<file path="src/rtl/ep_dma_slave.sv">
module ep_dma_slave #(
  parameter int DW = 16,
  parameter int MAXP_BYTES = 64,
  parameter int CW = 16,
  localparam int WPP = MAXP_BYTES / 2,
  localparam int AW = $clog2(WPP),
  localparam int NW = $clog2(WPP + 1)
) (
  input  logic          clk,
  input  logic          rst_n,
  input  logic          cfg_wr,
  input  logic          cfg_en,
  input  logic          cfg_dir,
  input  logic          cfg_cnt_en,
  input  logic          cfg_short_en,
  input  logic [CW-1:0] cfg_count,
  input  logic          stat_clr,
  output logic [3:0]    stat_cause,
  output logic          dma_dreq,
  input  logic          dma_dack,
  input  logic          dma_eot,
  input  logic [DW-1:0] dma_din,
  output logic [DW-1:0] dma_dout,
  input  logic          rx_push,
  input  logic [DW-1:0] rx_data,
  input  logic          rx_end,
  output logic          tx_avail,
  output logic [NW-1:0] tx_words,
  output logic [DW-1:0] tx_data,
  input  logic          tx_pop,
  input  logic          in_token
);

  logic [2:0] ack_s, eot_s;
  logic active, dir, cnt_en, short_en;
  logic [CW-1:0] rem;
  logic [DW-1:0] mem [2][WPP];
  logic [NW-1:0] cnt [2];
  logic [1:0] rdy, shrt;
  logic pb, cb;
  logic [AW-1:0] cp;

  logic dword, pw, cr, last, commit, release_b, flush, term;
  logic [NW-1:0] nc;
  logic [DW-1:0] wdat, rd_word;
  logic t_eot, t_cnt, t_shr, t_dis;
  logic [3:0] cause;

  assign dma_dreq  = active & (dir ? ~rdy[pb] : rdy[cb]);
  assign dword     = ack_s[1] & ~ack_s[2] & dma_dreq;
  assign pw        = dir ? dword : (rx_push & ~rdy[pb]);
  assign wdat      = dir ? dma_din : rx_data;
  assign nc        = cnt[pb] + NW'(pw);
  assign cr        = dir ? (tx_pop & rdy[cb]) : dword;
  assign last      = (NW'(cp) + NW'(1)) == cnt[cb];

  assign t_dis = cfg_wr & ~cfg_en & active;
  assign t_eot = eot_s[1] & ~eot_s[2] & active;
  assign t_cnt = dword & cnt_en & (rem == CW'(1));
  assign t_shr = ~dir & dword & last & shrt[cb] & short_en;
  assign cause = {t_dis, t_shr, t_cnt, t_eot};
  assign term  = |cause;

  assign commit = ~rdy[pb] & ((nc == NW'(WPP)) |
                  ((dir ? (t_eot | t_cnt) : rx_end) & (nc != '0)));
  assign release_b = dir ? (in_token & rdy[cb])
                         : ((dword & last) | (t_eot & rdy[cb]));
  assign flush = cfg_wr & cfg_en & (cfg_dir != dir);

  assign rd_word  = mem[cb][cp];
  assign dma_dout = rd_word;
  assign tx_data  = rd_word;
  assign tx_avail = dir & rdy[cb];
  assign tx_words = cnt[cb];

  always_ff @(posedge clk) begin
    if (!rst_n) begin
      ack_s <= '0;
      eot_s <= '0;
    end else begin
      ack_s <= {ack_s[1:0], dma_dack};
      eot_s <= {eot_s[1:0], dma_eot};
    end
  end

  always_ff @(posedge clk) begin
    if (!rst_n) begin
      active <= 1'b0; dir <= 1'b0; cnt_en <= 1'b0; short_en <= 1'b0;
      rem <= '0; stat_cause <= '0;
    end else begin
      stat_cause <= (stat_clr ? 4'b0 : stat_cause) | cause;
      if (cfg_wr) begin
        active <= cfg_en;
        if (cfg_en) begin
          dir <= cfg_dir; cnt_en <= cfg_cnt_en;
          short_en <= cfg_short_en; rem <= cfg_count;
        end
      end else begin
        active <= active & ~term;
        if (dword) rem <= rem - CW'(1);
      end
    end
  end

  always_ff @(posedge clk) begin
    if (!rst_n || flush) begin
      rdy <= '0; shrt <= '0; pb <= 1'b0; cb <= 1'b0; cp <= '0;
      for (int i = 0; i < 2; i++) cnt[i] <= '0;
    end else begin
      for (int i = 0; i < 2; i++) begin
        if (release_b && cb == 1'(i)) begin
          rdy[i] <= 1'b0;
          cnt[i] <= '0;
        end else if (pb == 1'(i) && !rdy[i]) begin
          cnt[i] <= nc;
          if (commit) begin
            rdy[i]  <= 1'b1;
            shrt[i] <= (nc != NW'(WPP));
          end
        end
      end
      if (commit) pb <= ~pb;
      if (release_b) begin
        cb <= ~cb;
        cp <= '0;
      end else if (cr) begin
        cp <= cp + AW'(1);
      end
    end
  end

  always_ff @(posedge clk) begin
    if (pw) mem[pb][cnt[pb][AW-1:0]] <= wdat;
  end

endmodule


</file>
<file path="config.mk">
export PLATFORM = sky130hd
export DESIGN_NAME = ep_dma_slave
export DESIGN_NICKNAME = d
export VERILOG_FILES = /design/src/rtl/ep_dma_slave.sv
export SDC_FILE = /design/constraint.sdc
export NUM_CORES = 1
export LEC_CHECK = 0
export ABC_AREA = 1
export BUFFER_PORTS_ARGS = -buffer_cell sky130_fd_sc_hd__buf_2
export CAP_MARGIN = 20
export CORE_UTILIZATION = 50
export DETAILED_ROUTE_END_ITERATION = 16
export PLACE_DENSITY = 0.74
export SYNTH_ARGS = -nofsm -noshare
export SYNTH_HDL_FRONTEND = slang
export SYNTH_SLANG_ARGS = --single-unit
</file>
<file path="constraint.sdc">
create_clock -name clk -period 3.1 [get_ports clk]
set_clock_uncertainty 0.2 [all_clocks]
set_input_delay 0.31 -clock clk [delete_from_list [all_inputs] [get_ports clk]]
set_output_delay 0.31 -clock clk [all_outputs]
set_load 0.01 [all_outputs]
</file>
==> flow_metrics.py, run 1 <==
metrics = {
    "power_and_ir_drop": {
        "ir_worst_vdd_mv": 0.647,
        "p_leak_nw": 18.8,
        "p_seq_frac": 0.492,
        "powerDensity_mw_per_mm2": 640,
        "clkPwrFrac": 0.353,
        "p_switching_w": 0.00918,
        "swShare": 0.267,
        "comb_power_share": 0.155,
        "internal_power_w": 0.0252,
    },
    "sta": {
        "fin_tns_setup_ns": -9.98,
        "setup_violations": 32,
        "maxSlewHeadroom": 0.396,
        "hold_slack_ns": 0.0368,
        "fin_crit_ns": 3.56,
        "finalCritPeriodShare": 1.15,
        "hold_viol_final": 0,
        "max_clock_freq_mhz": 281,
        "fin_ws_ns": -0.461,
        "worstMarginPinSlew_ns": 0.906,
        "maxSlewViolCount": 0,
        "rsz0062_at_grt": "yes",
    },
    "logic_synthesis": {
        "yosys_warnings": 0,
        "synth.top_cell.area_share": 0.707,
        "synth.yosys.seq_area_share": 0.726,
        "yosys-top-cells-count": "edfxtp_1, nor2_1, o21ai_0",
        "synth-edff-count": 1036,
        "syn_area_per_cell_um2": 12.1,
        "synth_top_area_cell": "edfxtp_1",
        "yosys.cell_types.count": 46,
        "syn-num-nets": 3693,
        "async_reset_ff_frac": 0,
        "synth_top_cells_by_area": "edfxtp_1, o21ai_0, nor2_1, o22ai_1, nand2_1",
        "synthCells": 3624,
        "netlist_area_mm2": 0.0440,
        "synth_ff_type": "edfxtp_1",
        "ys_ff_latch": 1079,
        "synth.most_common_cell": "edfxtp_1",
    },
    "placement": {
        "gp_congestion": 0.858,
        "place.port_buffers": 105,
        "placed_area_mm2": 0.0475,
        "numPlacedInstances": 4846,
        "dp_slack_ns": 0.00328,
        "hpwl_um": 68900,
    },
    "global_routing": {
        "grt_overflow": 0,
        "track_usage": 0.282,
        "grt_pass1_wl_um": 189000,
        "grt_pass1_vias": 31000,
        "grt_max_degree": 78,
        "antenna_found_initial": 2,
    },
    "setup_path": {
        "cp_num_buf_inv": 4,
        "worstPathCellList": "buf_12, buf_16, buf_8, o21ai_4, o22ai_2, o21ai_1, o211ai_1, nand3_2, nand2_2, buf_6",
        "critPathKind": "reg2out",
        "critPathSlowestCell": "o211ai_1",
        "cpLargestDelayFamily": "compound AO/OA/AOI/OAI gates",
        "cp.required_ns": 2.59,
        "r2r_start": "cp[0]$_SDFFE_PP0P_",
        "r2r_cells": 13,
        "cp_max_fo": 6,
        "critPathLaunchType": "flip-flop",
        "slowest_delay_ns": 0.53,
        "arrival_ns": 3.05,
        "end_kind": "output port",
        "r2r-end": "cnt[1][1]$_SDFFCE_PN0P_",
        "r2r_slack_ns": 0.13,
    },
    "status": {
        "violations": "setup timing",
        "status": "complete, but fails checks",
    },
    "floorplan": {
        "row_count": 108,
        "start_util": 0.506,
        "fp.dieW_um": 299,
        "core_mm2": 0.0870,
        "die-area_mm2": 0.0892,
        "pin_count": 106,
        "die_h_um": 299,
    },
    "finish": {
        "drive_above_1_share": 0.181,
        "fin_cells": 5189,
        "finalInstanceArea_mm2": 0.0537,
        "nets": 4016,
        "antenna_cells": 0,
        "syn_to_final_growth_pct": 22.0,
    },
    "drt": {
        "drc": 0,
        "wirelength_um": 130000,
        "vias_per_cell": 6.23,
        "via_count": 32300,
        "drt_first_pass_iters": 6,
        "antenna_left": 0,
        "detail_route.wl_per_cell_um": 25.1,
        "drt_iter0_markers": 4216,
    },
    "worst_hold_path": {
        "worstHoldPathType": "in2reg",
        "worstHoldPathCells": 3,
        "hold-path-endpoint": "dir$_SDFFE_PN0P_",
        "hold_start": "cfg_wr",
    },
    "clock_network": {
        "cts_tree": "yes",
        "clock_latency_ns": 0.68,
        "clockBufferDepth": 3,
        "htreeDepth": 3,
        "clk_pin_slew_worst_paths_ns": 0.06,
        "numClockSinks": 1079,
        "root_buffer": "clkbuf_16",
        "cts-buffers-inserted": 105,
    },
    "run": {
        "cap_viol_max_count": 0,
    },
}
cell usage in the layout, fill, tap and decap left out, types with 7 or more instances in the layout:
| cell type | Yosys | routed |
|---|---|---|
| edfxtp_1 | 1036 | 1036 |
| nor2_1 | 695 | 683 |
| o21ai_0 | 637 | 534 |
| nand2_1 | 337 | 292 |
| o22ai_1 | 254 | 240 |
| buf_4 | 36 | 152 |
| o21ai_1 | 48 | 116 |
| clkbuf_16 | 0 | 115 |
| buf_12 | 1 | 93 |
| buf_2 | 70 | 92 |
| inv_1 | 78 | 77 |
| a21oi_1 | 62 | 55 |
| dlygate4sd3_1 | 0 | 54 |
| nand2_2 | 8 | 48 |
| o21ai_2 | 9 | 41 |
| o211ai_1 | 39 | 39 |
| dfxtp_1 | 43 | 39 |
| nand3_1 | 51 | 35 |
| clkinv_1 | 2 | 31 |
| clkbuf_1 | 126 | 30 |
| buf_6 | 13 | 27 |
| buf_16 | 0 | 24 |
| nor2_2 | 4 | 15 |
| nand3_2 | 2 | 14 |
| o22ai_2 | 0 | 14 |
| clkinv_2 | 0 | 13 |
| bufbuf_16 | 0 | 11 |
| a21oi_2 | 1 | 8 |
| a31oi_1 | 8 | 8 |
| ha_1 | 7 | 7 |
cell type report:
cell class | instances | area (µm²)
sequential | 1079 | 32000
clock inverter | 58 | 480
timing repair inverter | 5 | 68.8
tap | 1155 | 1450
clock buffer | 136 | 2770
multi-input combinational | 2201 | 11000
fill | 6149 | 33300
inverter | 87 | 384
timing repair buffer | 468 | 5640
layer usage:
layer,wire (µm),global-route usage
met4,6820,0.142
met3,16400,0.0548
met2,61200,0.451
met5,13,0
met1,45600,0.371
worst register-to-register path: stages, from the launching register on:
cell and delay [ns]:
dfxtp_4 0.37, buf_12 0.16, buf_6 0.17, bufbuf_16 0.34
nand4_1 0.19, nor2_2 0.16, xor2_1 0.15, nor2_1 0.06
buf_4 0.14, nand3_2 0.09, nand2_1 0.09, ha_1 0.21
nor2_2 0.20, nand2_2 0.17
worst max path at each step:
stage                    from                    end  slack (ns)  cells past startpoint
floorplan           flip-flop  mem[0][112]$_DFFE_PP_        0.40                      8
CTS                 flip-flop            tx_data[13]       -0.28                     10
global placement    flip-flop            tx_data[14]        0.03                      9
detailed placement  flip-flop            tx_data[14]       0.003                      9
global route        flip-flop           dma_dout[12]       -0.44                     13
finish              flip-flop            dma_dout[4]       -0.46                     10
state kept, by name, summed over array words and instances, names as in the netlist, 2 cells and up, named ones only:
| name | flops |
|---|---|
| ack_s | 3 |
| cnt | 12 |
| cp | 5 |
| eot_s | 3 |
| mem | 1024 |
| rdy | 2 |
| rem | 16 |
| shrt | 2 |
| stat_cause | 4 |
logic make-up (layout without fill, tap and decap cells):
| logic type | after synthesis | after routing | synth area share |
|---|---|---|---|
| AO/OA/AOI/OAI | 1068 | 1068 | 0.133 |
| XOR/XNOR | 9 | 9 | 0.00179 |
| adder cells (fa/ha/maj) | 7 | 7 | 0.00199 |
| buffers and inverters | 344 | 754 | 0.0373 |
| flip-flops | 1079 | 1079 | 0.726 |
| AND/OR/NAND/NOR | 1117 | 1117 | 0.0999 |
power by group through the flow:
| stage | Combinational (W) | Clock (W) | Sequential, W |
|---|---|---|---|
| floorplan | 0.00257 | 0 | 0.0172 |
| global placement | 0.00440 | 0 | 0.0172 |
| detailed placement | 0.00448 | 0 | 0.0172 |
| CTS | 0.00496 | 0.0121 | 0.0169 |
| global route | 0.00554 | 0.0127 | 0.0170 |
| finish | 0.00532 | 0.0121 | 0.0169 |
per-stage QoR:
| step | power (W) | util |
|---|---|---|
| after floorplan | 0.0198 | - |
| after global placement | 0.0216 | 0.545 |
| after detailed placement | 0.0217 | 0.545 |
| after CTS | 0.0340 | 0.608 |
| after global routing | 0.0352 | 0.617 |
| final | 0.0344 | 0.617 |
repair_timing:
| action | 4_1_cts | 5_1_grt |
|---|---|---|
| hold endpoints to repair | 41 | 0 |
| pin swaps | 41 | 70 |
| hold buffers | 54 | 0 |
| setup buffers | 29 | 31 |
| endpoints found under the setup margin | 32 | 57 |
| cloned | 29 | 9 |
| resized for setup | 176 | 151 |
(Power assumes the default switching activity.)
==> run 2: changes to the inputs <==
==> constraint.sdc (replaced) <==
create_clock -name clk -period 4.2 [get_ports clk]
set_clock_uncertainty 0.2 [all_clocks]
set_input_delay 0.42 -clock clk [delete_from_list [all_inputs] [get_ports clk]]
set_output_delay 0.42 -clock clk [all_outputs]
set_load 0.01 [all_outputs]
==> run 2 against run 1 <==
Net effect:
- the flow now finishes without violations
- final cell count decreased by 3.2%
- count of clock-buffer cells in the layout down 7
- non-clock buffer count is 164 lower
==> flow_metrics.py, run 2 (synthesis results as in run 1) <==
metrics = {
    "status": {
        "status": "complete, no violations",
    },
    "clock_network": {
        "clock_latency_ns": 0.69,
        "cts_tree": "yes",
        "root_buffer": "clkbuf_16",
        "htreeDepth": 3,
        "clk_pin_slew_worst_paths_ns": 0.06,
        "cts_setup_buffers": 0,
        "clockBufferDepth": 3,
        "numClockSinks": 1079,
        "cts-buffers-inserted": 106,
    },
    "floorplan": {
        "pin_count": 106,
        "row_count": 108,
        "die_h_um": 299,
        "core_mm2": 0.0870,
        "die-area_mm2": 0.0892,
        "fp.dieW_um": 299,
        "start_util": 0.506,
    },
    "power_and_ir_drop": {
        "ir_worst_vdd_mv": 0.453,
        "p_leak_nw": 17.2,
        "powerDensity_mw_per_mm2": 500,
    },
    "drt": {
        "wirelength_um": 117000,
        "detail_route.wl_per_cell_um": 23.2,
        "drt_iter0_markers": 3776,
        "via_count": 30300,
        "drc": 0,
        "vias_per_cell": 6.04,
        "drt_first_pass_iters": 5,
        "antenna_left": 0,
    },
    "finish": {
        "layout_common_cells": "edfxtp_1, nor2_1, o21ai_0",
        "fillers": 6721,
        "nets": 3849,
        "fin_cells": 5024,
        "antenna_cells": 0,
        "postLayoutCoreUtil": 0.576,
        "syn_to_final_growth_pct": 13.9,
        "largest_reg_flops": 1024,
        "drive_above_1_share": 0.122,
        "layout_commonest_cell": "edfxtp_1",
    },
    "sta": {
        "max_clock_freq_mhz": 246,
        "fin_crit_ns": 4.06,
        "fin_tns_setup_ns": 0,
        "hold_viol_final": 0,
        "maxSlewHeadroom": 0.211,
        "fin_ws_ns": 0.137,
        "setup_violations": 0,
        "finalCritPeriodShare": 0.967,
        "maxSlewViolCount": 0,
        "rsz0062_at_grt": "no",
        "worstMarginPinSlew_ns": 1.18,
    },
    "setup_path": {
        "cp_num_buf_inv": 4,
        "critPathLaunchType": "flip-flop",
        "slowest_delay_ns": 0.58,
        "cpLargestDelayFamily": "buffers and inverters",
        "path_common_cell": "o21ai_0",
        "arrival_ns": 3.44,
        "cp_max_fo": 96,
        "end_kind": "output port",
        "critPathSlowestCell": "dfxtp_4",
        "cp.required_ns": 3.58,
        "worstPathCellList": "clkinv_16, buf_12, o21ai_0, o22ai_1, o21ai_0, inv_1, o21ai_0, o211ai_1, nand3_1, nand2_1, buf_2",
        "critPathKind": "reg2out",
    },
    "global_routing": {
        "antenna_found_initial": 1,
        "grt_pass1_vias": 29000,
        "grt_pass1_wl_um": 172000,
        "grt_overflow": 0,
        "track_usage": 0.254,
        "grt_max_degree": 192,
    },
    "placement": {
        "hpwl_um": 65500,
        "gp_congestion": 0.875,
        "place.port_buffers": 105,
        "numPlacedInstances": 4776,
        "dp_slack_ns": 0.826,
    },
    "worst_hold_path": {
        "worstHoldPathType": "in2reg",
    },
    "run": {
        "cap_viol_max_count": 0,
    },
}
-- run 2: worst register-to-register path, stage by stage (launching register included) --
cell and delay (ns):
dfxtp_1 0.31, buf_4 0.23, inv_1 0.06, buf_4 0.21, nand3_1 0.12, nand3_1 0.13
nor2_2 0.22, o21ai_2 0.20, nor3_4 0.63, nand2_1 0.16, nor2_1 0.25, buf_4 0.29
-- run 2: report_power, final --
| group | switching, W | total [W] | internal (W) |
|---|---|---|---|
| Combinational | 0.00238 | 0.00319 | 0.000809 |
| Clock | 0.00406 | 0.00939 | 0.00533 |
| Sequential | 0.000122 | 0.0125 | 0.0124 |
| Total | 0.00656 | 0.0251 | 0.0185 |
-- run 2: final cells by class --
cell class | instances | area (µm²) | share of cell area
flip-flops and latches | 1079 | 32000 | 0.638
multi-input cells | 2201 | 10500 | 0.208
repair buffers | 304 | 2430 | 0.0484
well taps | 1155 | 1450 | 0.0288
inverters | 87 | 363 | 0.00724
clock inverters | 68 | 684 | 0.0137
repair inverters | 1 | 11.3 | 0.000225
clock buffers | 129 | 2770 | 0.0553
-- run 2: worst paths after layout --
kind | start | endpoint | slack [ns] | depth (start not counted)
worst max-delay path | flip-flop | tx_data[14] | 0.14 | 11
worst min register to register | ack_s[0]$_SDFF_PN0_ | ack_s[1]$_SDFF_PN0_ | 0.22 | 2
worst max register to register | dir$_SDFFE_PN0P_ | mem[0][3]$_DFFE_PP_ | 0.88 | 11
worst min-delay path | cfg_wr | rem[12]$_SDFFE_PN0P_ | 0.05 | 3
-- run 2: stage by stage --
step,hold slack (ns),power (W),cell area (µm²)
final,0.0507,0.0251,50100
after global routing,0.0671,0.0258,50100
after CTS,0.0114,0.0250,50000
after detailed placement,0.202,0.0158,46100
after global placement,0.194,0.0157,46100
after floorplan,0.190,0.0146,44000
-- run 2: routing by layer --
metal,GRT usage,share of wire
met4,0.0995,0.037
met3,0.0475,0.11
met2,0.408,0.47
met1,0.346,0.38
met5,0,0
-- run 2: timing repair --
item / in CTS / in global routing
hold buffers: 46 / 0
hold endpoints to repair: 34 / 0
resized for setup: 0 / 4
setup endpoints to repair: 0 / 16
